===== config.mk =====
export PLATFORM = sky130hd
export DESIGN_NAME = spi_hold_master
export DESIGN_NICKNAME = d
export VERILOG_FILES = /design/src/rtl/spi_hm_pkg.sv /design/src/rtl/spi_hm_cfg.sv /design/src/rtl/spi_hm_engine.sv /design/src/rtl/spi_hm_rxbuf.sv /design/src/rtl/spi_hold_master.sv
export SDC_FILE = /design/constraint.sdc
export NUM_CORES = 1
export LEC_CHECK = 0
export ABC_AREA = 1
export CAP_MARGIN = 40
export CORE_UTILIZATION = 30
export CTS_BUF_LIST = sky130_fd_sc_hd__clkbuf_16
export CTS_CLUSTER_DIAMETER = 60
export DETAILED_ROUTE_END_ITERATION = 16
export HOLD_SLACK_MARGIN = 0.02
export PLACE_DENSITY = 0.44
export SETUP_SLACK_MARGIN = 0.15
export SLEW_MARGIN = 25
export SYNTH_ARGS = -nofsm -noshare
export SYNTH_HDL_FRONTEND = slang
export SYNTH_SLANG_ARGS = --single-unit

===== constraint.sdc =====
create_clock -name clk -period 4.1 [get_ports clk]
set_input_delay 1.23 -clock clk [delete_from_list [all_inputs] [get_ports clk]]
set_output_delay 1.23 -clock clk [all_outputs]
set_load 0.01 [all_outputs]

===== src/rtl/spi_hm_pkg.sv =====
package spi_hm_pkg;

    localparam int DATA_W   = 16;
    localparam int BITS_W   = 5;
    localparam int DIV_W    = 8;
    localparam int WORD_W   = 32;
    localparam int TGT_LSB  = 16;
    localparam int LAST_POS = 24;

    localparam logic [BITS_W-1:0] BITS_MIN = BITS_W'(8);
    localparam logic [BITS_W-1:0] BITS_MAX = BITS_W'(DATA_W);

    typedef struct packed {
        logic [BITS_W-1:0] bits;
        logic [DIV_W-1:0]  div;
        logic              cpol;
        logic              cpha;
        logic              hold;
    } cs_cfg_t;

    typedef struct packed {
        logic [DATA_W-1:0] data;
        logic              last;
    } tx_item_t;

    typedef enum logic [1:0] {
        ENG_IDLE  = 2'd0,
        ENG_REST  = 2'd1,
        ENG_DRIVE = 2'd2
    } eng_state_t;

    function automatic logic [BITS_W-1:0] clamp_bits(input logic [BITS_W-1:0] b);
        if (b < BITS_MIN)      return BITS_MIN;
        else if (b > BITS_MAX) return BITS_MAX;
        else                   return b;
    endfunction

    function automatic logic [DIV_W-1:0] rest_len(input logic [DIV_W-1:0] d);
        if (d < DIV_W'(2)) return DIV_W'(1);
        return d >> 1;
    endfunction

    function automatic logic [DIV_W-1:0] drive_len(input logic [DIV_W-1:0] d);
        if (d < DIV_W'(2)) return DIV_W'(1);
        return DIV_W'((d >> 1) + DIV_W'(d[0]));
    endfunction

endpackage


===== src/rtl/spi_hm_cfg.sv =====
module spi_hm_cfg
    import spi_hm_pkg::*;
#(
    parameter int NUM_CS = 4,
    localparam int CSW = (NUM_CS > 1) ? $clog2(NUM_CS) : 1
) (
    input  logic           clk,
    input  logic           rst,
    input  logic           we,
    input  logic [CSW-1:0] wr_idx,
    input  cs_cfg_t        wr_cfg,
    input  logic [CSW-1:0] rd_idx_a,
    output cs_cfg_t        rd_cfg_a,
    input  logic [CSW-1:0] rd_idx_b,
    output cs_cfg_t        rd_cfg_b
);

    cs_cfg_t [NUM_CS-1:0] tbl;

    for (genvar i = 0; i < NUM_CS; i++) begin : g_cs
        cs_cfg_t q;
        always_ff @(posedge clk) begin
            if (rst) begin
                q.bits <= BITS_MIN;
                q.div  <= '0;
                q.cpol <= 1'b0;
                q.cpha <= 1'b0;
                q.hold <= 1'b0;
            end else if (we && wr_idx == CSW'(i)) begin
                q      <= wr_cfg;
                q.bits <= clamp_bits(wr_cfg.bits);
            end
        end
        assign tbl[i] = q;
    end

    assign rd_cfg_a = tbl[rd_idx_a];
    assign rd_cfg_b = tbl[rd_idx_b];

endmodule


===== src/rtl/spi_hm_engine.sv =====
module spi_hm_engine
    import spi_hm_pkg::*;
#(
    parameter int NUM_CS = 4,
    localparam int CSW = (NUM_CS > 1) ? $clog2(NUM_CS) : 1
) (
    input  logic              clk,
    input  logic              rst,
    input  logic              go_i,
    input  tx_item_t          item_i,
    input  logic [CSW-1:0]    tgt_i,
    input  cs_cfg_t           cfg_i,
    input  logic              pend_i,
    input  logic              miso_i,
    output logic              take_o,
    output logic              busy_o,
    output logic              done_o,
    output logic [DATA_W-1:0] rx_word_o,
    output logic [CSW-1:0]    cur_cs_o,
    output logic              sclk_o,
    output logic              mosi_o,
    output logic [NUM_CS-1:0] cs_n_o
);

    eng_state_t        st;
    logic [DIV_W-1:0]  cnt;
    logic [DIV_W-1:0]  len_rest;
    logic [DIV_W-1:0]  len_drive;
    logic [BITS_W-1:0] bits_left;
    logic [BITS_W-1:0] cur_bits;
    logic [BITS_W-1:0] lead_cnt;
    logic [DATA_W:0]   tx_sh;
    logic [DATA_W-1:0] rx_sh;
    logic [DATA_W-1:0] rx_in;
    logic [DATA_W-1:0] aligned;
    logic              cur_pol;
    logic              cur_pha;
    logic              cur_hold;
    logic              cur_last;
    logic              cs_on;
    logic [CSW-1:0]    cs_idx;
    logic              rel_pend;
    logic              sclk_q;

    assign take_o  = (st == ENG_IDLE) && go_i;
    assign busy_o  = (st != ENG_IDLE);
    assign rx_in   = {rx_sh[DATA_W-2:0], miso_i};
    assign aligned = item_i.data << (BITS_W'(DATA_W) - cfg_i.bits);
    assign sclk_o  = sclk_q;
    assign mosi_o  = tx_sh[DATA_W];
    assign cur_cs_o = cs_idx;

    for (genvar i = 0; i < NUM_CS; i++) begin : g_sel
        assign cs_n_o[i] = !(cs_on && cs_idx == CSW'(i));
    end

    always_ff @(posedge clk) begin
        if (rst) begin
            st        <= ENG_IDLE;
            cnt       <= '0;
            len_rest  <= DIV_W'(1);
            len_drive <= DIV_W'(1);
            bits_left <= '0;
            cur_bits  <= BITS_MIN;
            lead_cnt  <= '0;
            tx_sh     <= '0;
            rx_sh     <= '0;
            rx_word_o <= '0;
            done_o    <= 1'b0;
            cur_pol   <= 1'b0;
            cur_pha   <= 1'b0;
            cur_hold  <= 1'b0;
            cur_last  <= 1'b0;
            cs_on     <= 1'b0;
            cs_idx    <= '0;
            rel_pend  <= 1'b0;
            sclk_q    <= 1'b0;
        end else begin
            done_o <= 1'b0;
            unique case (st)
                ENG_IDLE: begin
                    if (take_o) begin
                        st        <= ENG_REST;
                        cnt       <= rest_len(cfg_i.div) - DIV_W'(1);
                        len_rest  <= rest_len(cfg_i.div);
                        len_drive <= drive_len(cfg_i.div);
                        bits_left <= cfg_i.bits;
                        cur_bits  <= cfg_i.bits;
                        lead_cnt  <= '0;
                        cur_pol   <= cfg_i.cpol;
                        cur_pha   <= cfg_i.cpha;
                        cur_hold  <= cfg_i.hold;
                        cur_last  <= item_i.last;
                        cs_on     <= 1'b1;
                        cs_idx    <= tgt_i;
                        rel_pend  <= 1'b0;
                        sclk_q    <= cfg_i.cpol;
                        rx_sh     <= '0;
                        tx_sh     <= cfg_i.cpha ? {1'b0, aligned} : {aligned, 1'b0};
                    end else if (rel_pend && !pend_i) begin
                        cs_on    <= 1'b0;
                        rel_pend <= 1'b0;
                    end
                end
                ENG_REST: begin
                    if (cnt == '0) begin
                        st       <= ENG_DRIVE;
                        cnt      <= len_drive - DIV_W'(1);
                        sclk_q   <= ~cur_pol;
                        lead_cnt <= lead_cnt + BITS_W'(1);
                        if (cur_pha) tx_sh <= tx_sh << 1;
                        else         rx_sh <= rx_in;
                    end else begin
                        cnt <= cnt - DIV_W'(1);
                    end
                end
                ENG_DRIVE: begin
                    if (cnt == '0) begin
                        sclk_q <= cur_pol;
                        if (cur_pha) rx_sh <= rx_in;
                        else         tx_sh <= tx_sh << 1;
                        if (bits_left == BITS_W'(1)) begin
                            st        <= ENG_IDLE;
                            done_o    <= 1'b1;
                            rx_word_o <= cur_pha ? rx_in : rx_sh;
                            if (!cur_hold)     cs_on    <= 1'b0;
                            else if (cur_last) rel_pend <= 1'b1;
                        end else begin
                            st        <= ENG_REST;
                            cnt       <= len_rest - DIV_W'(1);
                            bits_left <= bits_left - BITS_W'(1);
                        end
                    end else begin
                        cnt <= cnt - DIV_W'(1);
                    end
                end
                default: st <= ENG_IDLE;
            endcase
        end
    end

    // leading edges counted separately from the bit counter match the word length
    a_r2_pulse_count: assert property (@(posedge clk) disable iff (rst)
        done_o |-> (lead_cnt == cur_bits));

    // the serial clock holds its level while the engine rests between words
    a_r12_sclk_quiet_idle: assert property (@(posedge clk) disable iff (rst)
        (!busy_o && $past(!busy_o)) |-> $stable(sclk_q));

    // never more than one select driven
    a_r5_one_select: assert property (@(posedge clk) disable iff (rst)
        $onehot0(~cs_n_o));

    // the bit counter stays inside the legal word length while busy
    a_r1_bits_in_range: assert property (@(posedge clk) disable iff (rst)
        busy_o |-> (bits_left >= BITS_W'(1) && bits_left <= BITS_MAX));

    // a held select is let go only when nothing waits in the holding slot
    a_r6_release_when_empty: assert property (@(posedge clk) disable iff (rst)
        ($past(cs_on) && !cs_on && $past(!busy_o)) |-> $past(!pend_i));

endmodule


===== src/rtl/spi_hm_rxbuf.sv =====
module spi_hm_rxbuf
    import spi_hm_pkg::*;
(
    input  logic              clk,
    input  logic              rst,
    input  logic              done_i,
    input  logic [DATA_W-1:0] word_i,
    input  logic              rd_i,
    output logic [DATA_W-1:0] data_o,
    output logic              ready_o,
    output logic              overrun_o
);

    always_ff @(posedge clk) begin
        if (rst) begin
            data_o    <= '0;
            ready_o   <= 1'b0;
            overrun_o <= 1'b0;
        end else if (done_i) begin
            data_o    <= word_i;
            ready_o   <= 1'b1;
            overrun_o <= overrun_o | (ready_o & ~rd_i);
        end else if (rd_i) begin
            ready_o   <= 1'b0;
            overrun_o <= 1'b0;
        end
    end

    // a lost word is only flagged alongside an unread one
    a_r10_overrun_with_ready: assert property (@(posedge clk) disable iff (rst)
        overrun_o |-> ready_o);

endmodule


===== src/rtl/spi_hold_master.sv =====
module spi_hold_master
    import spi_hm_pkg::*;
#(
    parameter int NUM_CS = 4,
    localparam int CSW = (NUM_CS > 1) ? $clog2(NUM_CS) : 1
) (
    input  logic              clk,
    input  logic              rst,
    input  logic              cfg_we,
    input  logic [CSW-1:0]    cfg_idx,
    input  logic [BITS_W-1:0] cfg_bits,
    input  logic [DIV_W-1:0]  cfg_div,
    input  logic              cfg_cpol,
    input  logic              cfg_cpha,
    input  logic              cfg_hold,
    input  logic              fixed_mode,
    input  logic [CSW-1:0]    fixed_cs,
    input  logic              tx_we,
    input  logic [WORD_W-1:0] tx_word,
    output logic              tx_ready,
    output logic              tx_empty,
    input  logic              rx_rd,
    output logic [DATA_W-1:0] rx_data,
    output logic              rx_ready,
    output logic              rx_overrun,
    output logic              dma_halfword,
    output logic              sclk,
    output logic              mosi,
    input  logic              miso,
    output logic [NUM_CS-1:0] cs_n
);

    tx_item_t          hold_item;
    logic [CSW-1:0]    hold_tgt;
    logic              hold_full;
    logic [CSW-1:0]    tgt;
    logic [CSW-1:0]    cur_cs;
    logic [CSW-1:0]    size_sel;
    cs_cfg_t           wr_cfg;
    cs_cfg_t           tgt_cfg;
    cs_cfg_t           size_cfg;
    logic              go;
    logic              take;
    logic              busy;
    logic              done;
    logic [DATA_W-1:0] rx_word;
    logic              unused_bits;

    assign unused_bits = ^{tx_word[WORD_W-1:LAST_POS+1],
                           tx_word[LAST_POS-1:TGT_LSB+CSW]};

    assign wr_cfg = '{bits: cfg_bits, div: cfg_div, cpol: cfg_cpol,
                      cpha: cfg_cpha, hold: cfg_hold};

    always_ff @(posedge clk) begin
        if (rst) begin
            hold_item <= '0;
            hold_tgt  <= '0;
            hold_full <= 1'b0;
        end else if (take) begin
            hold_full <= 1'b0;
        end else if (tx_we && !hold_full) begin
            hold_item.data <= tx_word[DATA_W-1:0];
            hold_item.last <= tx_word[LAST_POS];
            hold_tgt       <= tx_word[TGT_LSB +: CSW];
            hold_full      <= 1'b1;
        end
    end

    assign tgt      = fixed_mode ? fixed_cs : hold_tgt;
    assign size_sel = fixed_mode ? fixed_cs : cur_cs;
    assign go       = hold_full && (tgt_cfg.div != '0);
    assign tx_ready = !hold_full;
    assign tx_empty = !hold_full && !busy;
    assign dma_halfword = (size_cfg.bits > BITS_MIN);

    spi_hm_cfg #(.NUM_CS(NUM_CS)) cfg_i (
        .clk      (clk),
        .rst      (rst),
        .we       (cfg_we),
        .wr_idx   (cfg_idx),
        .wr_cfg   (wr_cfg),
        .rd_idx_a (tgt),
        .rd_cfg_a (tgt_cfg),
        .rd_idx_b (size_sel),
        .rd_cfg_b (size_cfg)
    );

    spi_hm_engine #(.NUM_CS(NUM_CS)) eng_i (
        .clk       (clk),
        .rst       (rst),
        .go_i      (go),
        .item_i    (hold_item),
        .tgt_i     (tgt),
        .cfg_i     (tgt_cfg),
        .pend_i    (hold_full),
        .miso_i    (miso),
        .take_o    (take),
        .busy_o    (busy),
        .done_o    (done),
        .rx_word_o (rx_word),
        .cur_cs_o  (cur_cs),
        .sclk_o    (sclk),
        .mosi_o    (mosi),
        .cs_n_o    (cs_n)
    );

    spi_hm_rxbuf rx_i (
        .clk       (clk),
        .rst       (rst),
        .done_i    (done),
        .word_i    (rx_word),
        .rd_i      (rx_rd),
        .data_o    (rx_data),
        .ready_o   (rx_ready),
        .overrun_o (rx_overrun)
    );

    // the slot frees in the cycle after the shifter takes the word
    a_r9_ready_after_take: assert property (@(posedge clk) disable iff (rst)
        take |=> tx_ready);

    // nothing starts toward a select whose divisor is zero
    a_r4_no_start_div0: assert property (@(posedge clk) disable iff (rst)
        (hold_full && tgt_cfg.div == '0) |=> (hold_full || $past(take)) && !(!busy && $past(!busy) && $fell(hold_full)));

endmodule


## Word-level counts from Yosys, hierarchy flattened

Index checks and enable logic that the tools add are counted.

| cells by class | value |
|---|---|
| reduce and logical (&&, ||, !) cells | 41 |
| equality and inequality tests | 22 |
| muxes and demuxes | 65 |
| shift-type cells | 1 |
| $lt $le $gt $ge | 6 |
| bitwise gates (word level) | 7 |
| add/sub/neg operators | 7 |

Operators with widths:

| cell | number |
|---|---|
| 16-bit two-way mux | 7 |
| 17-bit two-way mux | 6 |
| 8-bit two-way mux | 10 |
| 16-bit binary-select mux with 2-bit select | 2 |
| 17-bit case mux with 3 select lines | 1 |
| 16-bit case mux with 3 select lines | 1 |
| 8-bit by 1-bit subtractor with 8-bit output (second input constant) | 4 |
| 5-bit two-way mux | 5 |
| 8-bit case mux with 3 select lines | 1 |
| 1-bit two-way mux | 22 |
| 16-bit by 5-bit << shifter with 16-bit output | 1 |
| 2-bit by 1-bit inequality test with 1-bit output (second input constant) | 7 |
| 1-bit logical AND | 13 |
| 6-bit AND reduction | 2 |
| 2-bit == test (second input constant) | 5 |
| 2-bit two-way mux | 5 |
| 5-bit case mux with 2 select lines | 1 |
| 5-bit AND reduction | 2 |
| 3-bit AND reduction | 3 |
| 7-bit by 1-bit adder with 8-bit output | 1 |
| 8-bit logical NOT | 1 |
| 8-bit by 2-bit < comparator with 1-bit output (second input constant) | 1 |
| 2-bit inequality test (second input constant) | 4 |
| 4-bit AND reduction | 2 |
| other kinds (24) | 42 |

| storage, ports and cells | value |
|---|---|
| register bits | 192 |
| logic and storage cells | 193 |
| output and inout port bits | 27 |
| bits of input ports | 59 |

## Depth between registers and ports, before layout

| depth | value |
|---|---|
| depth in word-level cells | 16 |
| gate-level depth with buffers | 25 |
| gate-level depth less buffers | 21 |

## Modules after synthesis

From an unflattened synthesis, not the netlist that was laid out.

| second synthesis, totals | value |
|---|---|
| cell total of the unflattened synthesis | 1741 |
| area, all modules | 10885.4 um^2 |

By module, submodules not included:

| module | cells an instance | times used | seq. area each (um^2) | area each (um^2) |
|---|---|---|---|---|
| spi_hm_engine | 923 | 1 | 1781.7 | 5760.5 |
| spi_hm_cfg | 591 | 1 | 1281.2 | 3543.4 |
| spi_hold_master | 147 | 1 | 400.4 | 918.4 |
| spi_hm_rxbuf | 80 | 1 | 360.3 | 663.1 |

## Worst setup path before layout

Ideal clock, no wire load.

| timing | value |
|---|---|
| kind | input port to flip-flop |
| from | input port fixed_mode |
| to | register eng_i.tx_sh[14] |
| path buffers | 5 |
| data required time | 3.991 ns |
| setup slack | 0.537 ns |
| cell stages on the path | 20 |
| arrival | 3.454 ns |
| library setup time | 0.109 ns |
| cell sequence | buf_6 -> nor2_1 -> nor2_4 -> buf_4 -> nand3_1 -> nand2_1 -> buf_2 -> ha_1 -> clkbuf_1 -> inv_1 -> clkbuf_1 -> nand2_1 -> nand3_1 -> nand2_1 -> nand2_1 -> nand2_1 -> nand2_1 -> nand3_1 -> nand2_1 -> inv_1 |

| between the ends | value |
|---|---|
| word-level cells in the longest chain between the ends | 8 |
| elaborated cells between the ends (all ways) | 13 |
| classes of those cells | add/sub: 1; eq/ne: 1; shift: 1; mux: 6; reduce/logical: 4 |

Ends and longest elaborated chain:

| element | line | RTL |
|---|---|---|
| start, declared | spi_hold_master.sv:16 | `input logic fixed_mode,` |
| 2-bit two-way mux (*) | spi_hold_master.sv:70 | `assign tgt = fixed_mode ? fixed_cs : hold_tgt;` |
| 16-bit binary-select mux with 2-bit select (*) | spi_hm_cfg.sv:37 | `assign rd_cfg_a = tbl[rd_idx_a];` |
| 16-bit two-way mux (implied by the code) (*) | spi_hm_cfg.sv:37 |  |
| 5-bit subtractor or 8-bit nonzero test (tied branches) | spi_hm_engine.sv:48, spi_hold_master.sv:72 |  |
| 16-bit by 5-bit << shifter with 16-bit output or 1-bit logical AND (tied branches) | spi_hm_engine.sv:48, spi_hold_master.sv:72 |  |
| 17-bit two-way mux or 1-bit logical AND (tied branches) | spi_hm_engine.sv:99, spi_hm_engine.sv:45 |  |
| 17-bit two-way mux or 2-bit by 1-bit inequality test with 1-bit output (tied branches) | n/a |  |
| 17-bit case mux with 3 select lines or 6-bit AND reduction (tied branches) | n/a |  |
| end signal, assigned | spi_hm_engine.sv:99 | `tx_sh <= cfg_i.cpha ? {1'b0, aligned} : {aligned, 1'b0};` |
| end signal, assigned | spi_hm_engine.sv:111 | `if (cur_pha) tx_sh <= tx_sh << 1;` |
| end signal, assigned | spi_hm_engine.sv:121 | `else tx_sh <= tx_sh << 1;` |
| end, declared | spi_hm_engine.sv:32 | `logic [DATA_W:0] tx_sh;` |

Every way passes the cells marked *; elsewhere a longest branch is shown, timed or not. The select of a mux whose other input is x is not followed.
A chain may end at the register's enable or synchronous reset.

## Worst setup path in the final report

| timing | value |
|---|---|
| from | input port fixed_mode |
| to | output port dma_halfword |

| between the ends | value |
|---|---|
| word-level cells in the longest chain between the ends | 4 |

Ends and longest elaborated chain:

| element | line | RTL |
|---|---|---|
| 2-bit two-way mux | spi_hold_master.sv:71 | `assign size_sel = fixed_mode ? fixed_cs : cur_cs;` |
| 16-bit binary-select mux with 2-bit select | spi_hm_cfg.sv:38 | `assign rd_cfg_b = tbl[rd_idx_b];` |
| 16-bit two-way mux (implied by the code) | spi_hm_cfg.sv:38 |  |
| 5-bit by 4-bit greater-than comparator with 1-bit output | spi_hold_master.sv:75 | `assign dma_halfword = (size_cfg.bits > BITS_MIN);` |
| end, declared | spi_hold_master.sv:26 | `output logic dma_halfword,` |

No other way between the ends. The select of a mux whose other input is x is not followed.

==> run_results.csv <==
group,metric,value,unit
run_status,status,"completed",
clock_tree,clk_latency,460,ps
layout,synthToLayoutAreaGrowth,20.99,%
synth,synth_area,10310,um2
worst_setup_path,worstPathRequired,2870,ps
place,hpwl,21.44,mm
synth,synth.avg_cell_area,6.591,um2
routing,vias_per_cell,4.773,
layout,nNetsFinal,1731,
global_routing,grt_pass1_vias,9548,
worst_setup_path,path_max_fanout,4,
layout,final_cells,2118,
clock_tree,cts_num_sinks,191,
clock_tree,numCtsBuffers,17,
synth,synthesis.instances,1564,
timing,grt_setup_unrepaired,"false",
timing,slew_headroom,45.53,%
floorplanning,fp.dieArea,35110,um2
timing,min_period_over_period,92.38,%
worst_setup_path,r2r-start,"hold_tgt[1]",
routing,totalWireLength,30.73,mm
clock_tree,htree_num_levels,4,
pwr,p_per_area,579.5,nW/um2
timing,drv_slew,0,
worst_setup_path,reg2reg_setup_slack,1440,ps
clock_tree,ctsHoldBuffers,0,
clock_tree,cts_setup_buffers,0,
synth,synth_seq_area_share,37.09,%
layout,final_cell_mix,"nand2_1 (330), nor2_1 (240), dfxtp_1 (191)",
clock_tree,cts-root-buf,"clkbuf_16",
synth,synth_edf_count,0,
floorplanning,row_count,67,
floorplanning,core,33700,um2
routing,drc_errors,0,
global_routing,grt_max_degree,65,
global_routing,grtUsageTotal,17.94,%
timing,fmax,0.2640,GHz
synth,ys_ff_latch,191,
routing,drt_iter0_drc,615,
worst_setup_path,rr_endpoint,"eng_i.cnt[6]",
worst_setup_path,r2r_cells,17,
floorplanning,die_h,187.4,um
global_routing,grt-ovfl-total,0,
hold_path,hp-start,"cfg_i.g_cs[1].q[2]",
layout,fillers,3712,
worst_setup_path,end_kind,"output pin",
pwr,ir_drop,0.3180,mV
timing,final_hold_viol_count,0,
synth,synth.distinct_cells,46,
clock_tree,cts_tree,"done",
timing,timing.final.crit_period,3788,ps
place,gp_congestion,0.8131,
floorplanning,initial_utilization,30.59,%
layout,drive_gt1_share,10.24,%
global_routing,antenna_found_initial,0,
timing,worst_slack,312.4,ps
clock_tree,path_clk_slew,90,ps
timing,skew,19.90,ps
timing,worst_slew_pin_slew,817.0,ps
clock_tree,cts_max_path_buffers,2,
hold_path,holdPathStages,2,
layout,postLayoutCoreUtil,37.01,%
hold_path,hold_end,"cfg_i.g_cs[1].q[2]",
place,portBuffers,72,
layout,antenna_cells,0,
place,dpl_worst_slack,-188.7,ps
routing,first_pass_iters,5,
synth,ys.flop_type,"dfxtp_1",
worst_setup_path,crit_arrival,2560,ps
hold_path,hp-class,"reg2reg",
floorplanning,io_pins,86,
worst_setup_path,start_kind,"input port",
routing,wire_per_inst,14.51,um
synth,synthArstFlopShare,0,%
flow_run,maxCapViolCount,0,
pwr,power,7228,uW
routing,drtAntennaViolNets,0,
global_routing,grt_pass1_wl,50.20,mm
synth,yosysWarningCount,0,
pwr,p_leak,0.005438,uW
timing,setup_viol,0,
layout,mostFrequentLayoutCell,"nand2_1",
synth,syn_nets,1638,
floorplanning,die_x,187.4,um
routing,vias,10110,
timing,timing.setup.tns,0,ps
worst_setup_path,setup.worst_path.class,"in2out",
place,place_inst,2085,
==> per-stage QoR <==
stage               hold slack (ps)  area [um2]
floorplan                     429.7       10310
global placement              440.6       11840
detailed placement            445.4       11840
CTS                           457.3       12450
global route                  482.2       12470
finish                        454.8       12470
==> synth_stat cells, types with 8 or more instances <==
cell | number | area (um2)
inv_1 | 135 | 506.7
nor3_1 | 8 | 40.04
ha_1 | 15 | 187.7
buf_6 | 14 | 157.7
a211oi_1 | 20 | 150.1
nor2_1 | 240 | 900.9
nand2_1 | 330 | 1239
o22ai_1 | 19 | 118.9
buf_2 | 8 | 40.04
a21oi_1 | 93 | 465.5
nand3_1 | 169 | 845.8
clkbuf_1 | 53 | 198.9
nand2_2 | 15 | 93.84
o21ai_0 | 170 | 850.8
dfxtp_1 | 191 | 3824
==> critical path, stage by stage <==
cell and delay [ps]:
dlygate4sd2_1 290, inv_6 50, nor2_4 110, a21oi_2 50, or2_2 280, o221ai_1 140, o31ai_1 100, dlygate4sd2_1 290
==> power breakdown <==
group	total [uW]	switching, uW	internal, uW
sequential	2340	180	2160
clock	1740	857	881
combinational	3150	2000	1150
==> sequential cells by signal, indices dropped and copies added (netlist names), 2 cells and up <==
register and cells:
eng_i.len_drive 8, eng_i.cnt 8, eng_i.st 2, eng_i.len_rest 7, cfg_i.g_cs.q 64, hold_tgt 2
eng_i.cur_cs_o 2, eng_i.bits_left 5, rx_i.data_o 16, eng_i.rx_word_o 16, hold_item 17, eng_i.tx_sh 17
eng_i.rx_sh 16
==> metal layers <==
layer / wire length [um] / track usage [%] / up-vias
met4: 380 / 4.472 / 0
met3: 805 / 3.302 / 23
li1: - / - / 5299
met5: 0 / 0 / -
met1: 15100 / 23.75 / 4675
met2: 14440 / 29.95 / 112
==> worst max path at each step <==
stage	from	to	depth (start not counted)
2_1_floorplan	fixed_mode	eng_i.tx_sh[14]	20
3_3_place_gp	fixed_mode	dma_halfword	6
3_5_place_dp	fixed_mode	dma_halfword	6
4_1_cts	fixed_cs[1]	dma_halfword	7
5_1_grt	fixed_mode	dma_halfword	8
6_report	fixed_mode	dma_halfword	8
==> logic make-up after synthesis <==
family / after synthesis / synth area share (%)
fa+ha+maj: 15 / 1.821
buf+inv: 229 / 9.831
simple gates: 793 / 33.05
compound gates: 328 / 17.53
flops: 191 / 37.09
xor+xnor: 8 / 0.6797
==> layout make-up <==
cell class / instances / area, um2 / area share, %
clock inverters: 15 / 186.4 / 1.495
well taps: 448 / 560.5 / 4.494
multi-input cells: 1144 / 5475 / 43.90
clock buffers: 17 / 425.4 / 3.411
flip-flops and latches: 191 / 3824 / 30.66
inverters: 143 / 541.8 / 4.344
repair buffers: 160 / 1459 / 11.70
==> timing repair <==
item / 4_1_cts / 5_1_grt
gates resized for setup: 3 / 1
setup endpoints to repair: 1 / 1
pin swaps: 0 / 1
(Power assumes the default switching activity.)
